[config.mk]
export PLATFORM = sky130hd
export DESIGN_NAME = par_rx_handshake
export DESIGN_NICKNAME = d
export VERILOG_FILES = /design/src/rtl/pp_rx_pkg.sv /design/src/rtl/pp_strobe_sync.sv /design/src/rtl/pp_ack_timer.sv /design/src/rtl/par_rx_handshake.sv
export SDC_FILE = /design/constraint.sdc
export NUM_CORES = 1
export LEC_CHECK = 0
export ABC_AREA = 1
export CORE_ASPECT_RATIO = 0.9
export CORE_UTILIZATION = 48
export CTS_CLUSTER_SIZE = 20
export DETAILED_ROUTE_END_ITERATION = 6
export PLACE_DENSITY = 0.78
export SLEW_MARGIN = 15
export SYNTH_ARGS = -nofsm -noshare
export SYNTH_HDL_FRONTEND = slang
export SYNTH_HIERARCHICAL = 1
export SYNTH_SLANG_ARGS = --single-unit
[constraint.sdc]
create_clock -name clk -period 1.31 [get_ports clk]
set_input_delay 0.1965 -clock clk [delete_from_list [all_inputs] [get_ports clk]]
set_output_delay 0.1965 -clock clk [all_outputs]
set_load 0.005 [all_outputs]
[src/rtl/pp_rx_pkg.sv]
package pp_rx_pkg;

    typedef enum logic {
        REG_DATA = 1'b0,
        REG_CTRL = 1'b1
    } reg_sel_e;

    typedef struct packed {
        logic [5:0] spare;
        logic       ack_req;
        logic       sw_busy;
    } ctrl_wr_t;

    typedef struct packed {
        logic [2:0] zero;
        logic       ack_active;
        logic       sw_busy;
        logic       hw_busy;
        logic       overrun;
        logic       avail;
    } rx_status_t;

    function automatic logic bus_hit(logic sel, logic wr, logic want_wr,
                                     logic addr, reg_sel_e want_addr);
        return sel && (wr == want_wr) && (reg_sel_e'(addr) == want_addr);
    endfunction

endpackage

[src/rtl/pp_strobe_sync.sv]
module pp_strobe_sync #(
    parameter int SYNC_STAGES = 2
) (
    input  logic clk,
    input  logic rst,
    input  logic strobe_n,
    output logic strobe_low,
    output logic strobe_rise
);
    logic [SYNC_STAGES:0] shift_q;

    always_ff @(posedge clk) begin
        if (rst) shift_q <= '1;
        else     shift_q <= {shift_q[SYNC_STAGES-1:0], strobe_n};
    end

    assign strobe_low  = ~shift_q[SYNC_STAGES-1];
    assign strobe_rise = shift_q[SYNC_STAGES-1] & ~shift_q[SYNC_STAGES];


    rise_after_low_chk: assert property (@(posedge clk) disable iff (rst)
        strobe_rise |-> $past(strobe_low));

endmodule

[src/rtl/pp_ack_timer.sv]
module pp_ack_timer #(
    parameter int ACK_CYCLES = 250
) (
    input  logic clk,
    input  logic rst,
    input  logic fire,
    output logic active,
    output logic ack_n
);
    localparam int CW = $clog2(ACK_CYCLES + 1);

    logic [CW-1:0] cnt_q;

    always_ff @(posedge clk) begin
        if (rst)               cnt_q <= '0;
        else if (fire)         cnt_q <= CW'(ACK_CYCLES);
        else if (cnt_q != '0)  cnt_q <= cnt_q - 1'b1;
    end

    assign active = (cnt_q != '0);
    assign ack_n  = ~active;


    ack_starts_chk: assert property (@(posedge clk) disable iff (rst)
        fire |=> !ack_n);


    ack_ends_chk: assert property (@(posedge clk) disable iff (rst)
        $rose(ack_n) |-> ($past(cnt_q) == CW'(1) && !$past(fire)));

endmodule

[src/rtl/par_rx_handshake.sv]
module par_rx_handshake
    import pp_rx_pkg::*;
#(
    parameter int DATA_W      = 8,
    parameter int ACK_CYCLES  = 250,
    parameter int SYNC_STAGES = 2
) (
    input  logic              clk,
    input  logic              rst,
    input  logic              host_strobe_n,
    input  logic [DATA_W-1:0] host_data,
    output logic              host_busy,
    output logic              host_ack_n,
    input  logic              bus_sel,
    input  logic              bus_wr,
    input  logic              bus_addr,
    input  logic [7:0]        bus_wdata,
    output logic [7:0]        bus_rdata,
    output logic              irq
);
    logic              stb_low, stb_rise;
    logic [DATA_W-1:0] shadow_q, hold_q;
    logic              hw_busy_q, sw_busy_q, avail_q, ovr_q;
    logic              ack_active;
    logic              rd_data, rd_stat, wr_ctrl, clash;
    ctrl_wr_t          ctrl_w;
    rx_status_t        stat;

    pp_strobe_sync #(.SYNC_STAGES(SYNC_STAGES)) u_sync (
        .clk        (clk),
        .rst        (rst),
        .strobe_n   (host_strobe_n),
        .strobe_low (stb_low),
        .strobe_rise(stb_rise)
    );

    assign ctrl_w  = ctrl_wr_t'(bus_wdata);
    assign rd_data = bus_hit(bus_sel, bus_wr, 1'b0, bus_addr, REG_DATA);
    assign rd_stat = bus_hit(bus_sel, bus_wr, 1'b0, bus_addr, REG_CTRL);
    assign wr_ctrl = bus_hit(bus_sel, bus_wr, 1'b1, bus_addr, REG_CTRL);
    assign clash   = stb_rise && hw_busy_q && !rd_data;

    pp_ack_timer #(.ACK_CYCLES(ACK_CYCLES)) u_ack (
        .clk   (clk),
        .rst   (rst),
        .fire  (wr_ctrl && ctrl_w.ack_req),
        .active(ack_active),
        .ack_n (host_ack_n)
    );

    always_ff @(posedge clk) begin
        if (rst) begin
            shadow_q <= '0;
        end else if (stb_low) begin
            shadow_q <= host_data;
        end
    end

    always_ff @(posedge clk) begin
        if (rst) begin
            hold_q    <= '0;
            hw_busy_q <= 1'b0;
            avail_q   <= 1'b0;
            ovr_q     <= 1'b0;
            sw_busy_q <= 1'b0;
        end else begin
            if (stb_rise) begin
                hold_q    <= shadow_q;
                hw_busy_q <= 1'b1;
                avail_q   <= 1'b1;
            end else if (rd_data) begin
                hw_busy_q <= 1'b0;
                avail_q   <= 1'b0;
            end
            if (rd_stat) ovr_q <= 1'b0;
            if (clash)   ovr_q <= 1'b1;
            if (wr_ctrl) sw_busy_q <= ctrl_w.sw_busy;
        end
    end

    always_comb begin
        stat            = '0;
        stat.avail      = avail_q;
        stat.overrun    = ovr_q;
        stat.hw_busy    = hw_busy_q;
        stat.sw_busy    = sw_busy_q;
        stat.ack_active = ack_active;
    end

    assign bus_rdata = (reg_sel_e'(bus_addr) == REG_CTRL) ? 8'(stat) : 8'(hold_q);
    assign host_busy = hw_busy_q | sw_busy_q;
    assign irq       = avail_q;


    busy_on_latch_chk: assert property (@(posedge clk) disable iff (rst)
        stb_rise |=> host_busy);


    read_clears_hw_chk: assert property (@(posedge clk) disable iff (rst)
        (rd_data && !stb_rise) |=> (!hw_busy_q && !irq));


    sw_holds_busy_chk: assert property (@(posedge clk) disable iff (rst)
        (wr_ctrl && ctrl_w.sw_busy) |=> host_busy);


    overrun_set_chk: assert property (@(posedge clk) disable iff (rst)
        (stb_rise && $past(stb_rise) == 1'b0 && hw_busy_q && !rd_data) |=> ovr_q);


    no_ack_chk: assert property (@(posedge clk) disable iff (rst)
        (wr_ctrl && !ctrl_w.ack_req && host_ack_n) |=> host_ack_n);

endmodule

# Word-level counts from Yosys, hierarchy flattened
# Cells that the tools add are included.
[classes]
n_mux = 7
addsub = 1
n_reduce_logical = 14
bitwise_logic = 6
[op_table]
columns = ["op", "count"]
rows = [
  ["2-to-1 mux 8 bit", 3],
  ["logical AND 1 bit", 8],
  ["nonzero test 8 bit", 1],
  ["subtractor 8 x 1 -> 8 bit, second input constant", 1],
  ["nonzero test 2 bit", 3],
  ["2-to-1 mux 1 bit", 4],
  ["inverter 1 bit", 4],
  ["OR reduction 2 bit", 1],
  ["bitwise AND 1 bit", 1],
  ["zero test 1 bit", 1],
  ["OR 1 bit", 1],
]
[totals]
inputBits = 22
word_cells = 36
regBits = 30
out_inout_bits = 11

# Longest topological paths before layout
[logic_depth]
word_depth = 6
depth_mapped = 9

# Modules after synthesis
# Netlist, hierarchy kept.
[by_module_without_submodules]
columns = ["mod", "cells_each", "seq_area_each_um2", "area_per_inst_um2", "instances"]
rows = [
  ["par_rx_handshake", 109, 380.4, 790.8, 1],
  ["pp_ack_timer", 69, 160.2, 460.4, 1],
  ["pp_strobe_sync", 11, 60.1, 92.6, 1],
]

# Worst setup path before layout
# Ideal clock, no wire load.
[synth_path]
path_kind = "flip-flop to output port"
from = "reg u_ack.cnt_q[0]"
to = "out bus_rdata[4]"
slack_ns = 0.094
n_path_buf = 0
arrival_time_ns = 1.020
stages_incl_launch_ff = 8
required_ns = 1.113
path_cell_list = "dfxtp_1 -> inv_1 -> ha_1 -> nand2_1 -> nor2_4 -> nand2_4 -> nand2_1 -> nand2_1"
[synth_between]
elab_chain_len = 2
[synth_rtl]
columns = ["element", "line_no", "source"]
rows = [
  ["start: declaration", "pp_ack_timer.sv:12", "logic [CW-1:0] cnt_q;"],
  ["start signal: assignment", "pp_ack_timer.sv:16", "else if (fire) cnt_q <= CW'(ACK_CYCLES);"],
  ["start signal: assignment", "pp_ack_timer.sv:17", "else if (cnt_q != '0) cnt_q <= cnt_q - 1'b1;"],
  ["nonzero test 8 bit", "pp_ack_timer.sv:20", "assign active = (cnt_q != '0);"],
  ["net ack_active", "par_rx_handshake.sv:24", "logic ack_active;"],
  ["2-to-1 mux 8 bit", "par_rx_handshake.sv:90", "assign bus_rdata = (reg_sel_e'(bus_addr) == REG_CTRL) ? 8'(stat) : 8'(hold_q);"],
  ["end: declaration", "par_rx_handshake.sv:18", "output logic [7:0] bus_rdata,"],
]
# The timed path passes the listed nets, and every way through them passes these cells.

# Final worst setup path
# Ends and elaborated chain as after synthesis.

==> results summary <==
The flow ran to the end, but the final reports show violations. The checks that failed: DRC, setup timing. The met2 routing resource usage after global routing came out at 43.22%. Synthesis produced a netlist with a net count of between 200 and 250. The number of nets in the final layout is 273.

The maximum number of pins on one net before global-route repair is 18. In this run, synthesis produced a sequential element count of 30. Sequential cells account for 31.7% of the total power. The number of DRC violations after detailed routing came out at 1. The sink count of the clock tree came out at 30. The clock period minus worst slack came out at 1.515 ns. The data arrival time at the worst-slack endpoint is 1.32 ns. In this run the tightest slew margin relative to its limit is 79.53%. STA classifies the critical path startpoint as a flip-flop.

Measured along the y axis, the die boundary spans between 50 and 60 microns. The leftover overflow at the end of global routing came out at 0. The maximum root-to-sink buffer count is 2.

The via count of the first global-routing pass is around 1,300. The area of the mapped netlist is roughly 1300 sq um. The type of the most critical hold path is in2reg. The total power consumption of the routed design came out at between 3 and 4 mW.

The maximum fanout along the worst path came out at 3. The final number of setup-violating endpoints is 5. The worst setup path is captured at an output port. The insertion delay to the later sink of the worst-skew pair came out at 0.33 ns. Buffers inserted to repair hold after CTS numbered 0. The half-perimeter wire length after placement came out at 2295 microns.

The number of inserted diodes came out at 0. The first detailed-routing pass ran for 6 iterations. The final-layout fill cell count came out at 188. The worst slack at placement is -0.4530 ns. The via density per instance is 4.932. The first-pass GRT wire length is between 5000 and 6000 microns.

In the final routed layout, each cell accounts on average for between 10 and 15 microns. The number of placement rows is 17. Summed over all cells, the static leakage comes to 0.9948 nW. The switching power is 1.389 mW. The region available for standard cell placement spans 2552 sq um. The number of max-cap violations came out at 0.

Global routing used between 20% and 30% of the available met1 tracks. The setup slack of the critical path after layout is -0.2045 ns. The area growth from synthesis to final layout is 43.67%.

The clock network burns 15.9% of the power. The share of total power dissipated in combinational logic is between 50 and 60%. The total wire length after detailed routing is 3380 microns. The number of antenna violations at the first check in global routing is 0. Setup repair after global routing could not meet its margin everywhere. The worst-case register-to-register setup slack is -0.01 ns. CTS built an H-tree with a depth of 2. The clock-pin slew on the worst setup and hold paths is 0.10 ns.

The maximum vdd drop came out at 1379 uV. The sequential element share of the synthesized area is 44.69%. TritonCTS built the clock tree. The met3 routing resource usage after global routing came out at 6.667%. The number of buffers created by CTS came out at 5. The final antenna-violating net count is 0. The internal power contribution is 2.302 mW. The final period utilization is 115.6%. The final estimated routing congestion in global placement came out at 0.8638. At the pin with the least slew margin, the transition time is 0.3060 ns. The overall die area is roughly 3000 sq um. The clock skew is 0.006349 ns.

The share of layout cells above drive strength 1 is 31.87%. The power density relative to cell area is about 1900 nW/um^2. The layer flagged by global routing as most heavily used is met2.

Input and output buffers added on the ports amount to 26. The number of warnings issued by yosys came out at 6. The top-level I/O count came out at 33. The total count of max-transition violations in the final report came out at 0. The critical path class is reg2out. The final number of hold-violating endpoints came out at 0. The detailed router finished its first iteration with between 40 and 50 violations.

The final-layout worst hold slack is ~0.38 ns. The distinct cell type count after synthesis came out at 24. The global-route usage over all layers came out at 23.97%. Net switching is 37.63% of the power. The number of vias after detailed routing is 1,376. Cells fill 75.64% of the core in the end. The upper clock frequency limit is 0.6603 GHz.

The average footprint of a synthesized cell is between 7 and 8 sq um. Synthesis handed over a netlist of 189 instances. The tree is rooted in a clkbuf_4. The floorplan step set the die width to 57.77 microns. Setup total negative slack on the finished layout was measured at -0.5044 ns.

The initial cell density of the core is around 53%. STA puts the critical path data required time at 1.11 ns.
==> cell usage after synthesis, drive strengths merged <==
master,n,area [sq um]
nand3,13,75.07
dfxtp,30,600.6
o21ai,20,103.9
nand2,37,148.9
inv,29,111.4
buf,3,30.03
ha,1,12.51
nor3,1,5.000
nand4,1,6.260
a21oi,9,48.80
nor2,42,182.7
a31oi,1,6.260
or2,2,12.51
==> state kept, by name (all words and copies together) (netlist names) <==
register	flops
sw_busy_q	1
shadow_q	8
irq	1
u_ack/cnt_q	8
hold_q	8
ovr_q	1
u_sync/shift_q	3
==> metrics by stage <==
stage,cell area [sq um],instances
6_report,1931,279
5_1_grt,1931,279
4_1_cts,1901,277
3_5_place_dp,1774,262
3_3_place_gp,1774,262
2_1_floorplan,1344,189
==> metal layers <==
layer,part of all wire (%),vias up
met4,1.2,0
met2,48,39
met1,46,619
li1,-,711
met5,0,-
met3,4.8,7
==> final cells by class <==
class	instances	area (sq um)	share of cell area, %
clock buffer	6	51.30	2.657
clock inverter	2	12.51	0.6481
inverter	29	111.4	5.768
multi-input combinational	127	646.9	33.51
sequential	30	608.1	31.50
tap	28	35.03	1.815
timing repair buffer	57	465.4	24.11
==> worst paths after layout <==
check,startpoint,end,cells after the start
setup / recovery,u_ack/cnt_q[0],bus_rdata[4],8
hold / removal,host_strobe_n,u_sync/shift_q[0],3
setup reg to reg,u_ack/cnt_q[0],u_ack/cnt_q[2],6
hold reg to reg,u_sync/shift_q[0],u_sync/shift_q[1],2
==> cells by family after synthesis <==
logic type,synth area share (%)
AO/OA/AOI/OAI,11.83
flip-flops,44.69
AND/OR/NAND/NOR,32.03
buffers and inverters,10.52
adder cells (fa/ha/maj),0.9309
==> power groups by stage <==
stage / registers, mW / clock network [mW] / logic [mW]
2_1_floorplan: 1.19 / 0 / 0.849
3_5_place_dp: 1.18 / 0 / 1.57
4_1_cts: 1.17 / 0.604 / 1.78
6_report: 1.17 / 0.587 / 1.93
5_1_grt: 1.18 / 0.648 / 2.12
3_3_place_gp: 1.17 / 0 / 1.51
==> cells in the final DEF, fill, tap and decap left out, drive strengths merged, types with 2 or more instances in the layout <==
| cell type | netlist | routed |
|---|---|---|
| a21oi | 9 | 9 |
| dfxtp | 30 | 30 |
| nand3 | 13 | 13 |
| nand2 | 37 | 37 |
| inv | 29 | 29 |
| nor2 | 42 | 42 |
| or2 | 2 | 2 |
| o21ai | 20 | 20 |
| clkbuf | 0 | 7 |
| dlygate4sd2 | 0 | 7 |
| buf | 3 | 34 |
| clkdlybuf4s50 | 0 | 14 |
==> critical path, cell delays in order (launching register included) <==
cell	delay (ns)
dfxtp_2	0.34
inv_2	0.07
ha_4	0.14
nand2_4	0.05
nor2_4	0.10
nand2_4	0.07
nand2_2	0.06
nand2_1	0.05
buf_2	0.12
==> repair_timing <==
item,4_1_cts,5_1_grt
pin swaps,5,2
endpoints found under the setup margin,14,11
buffers inserted,7,2
resized for setup,37,7
No activity file was read; power rests on OpenSTA's default activity.
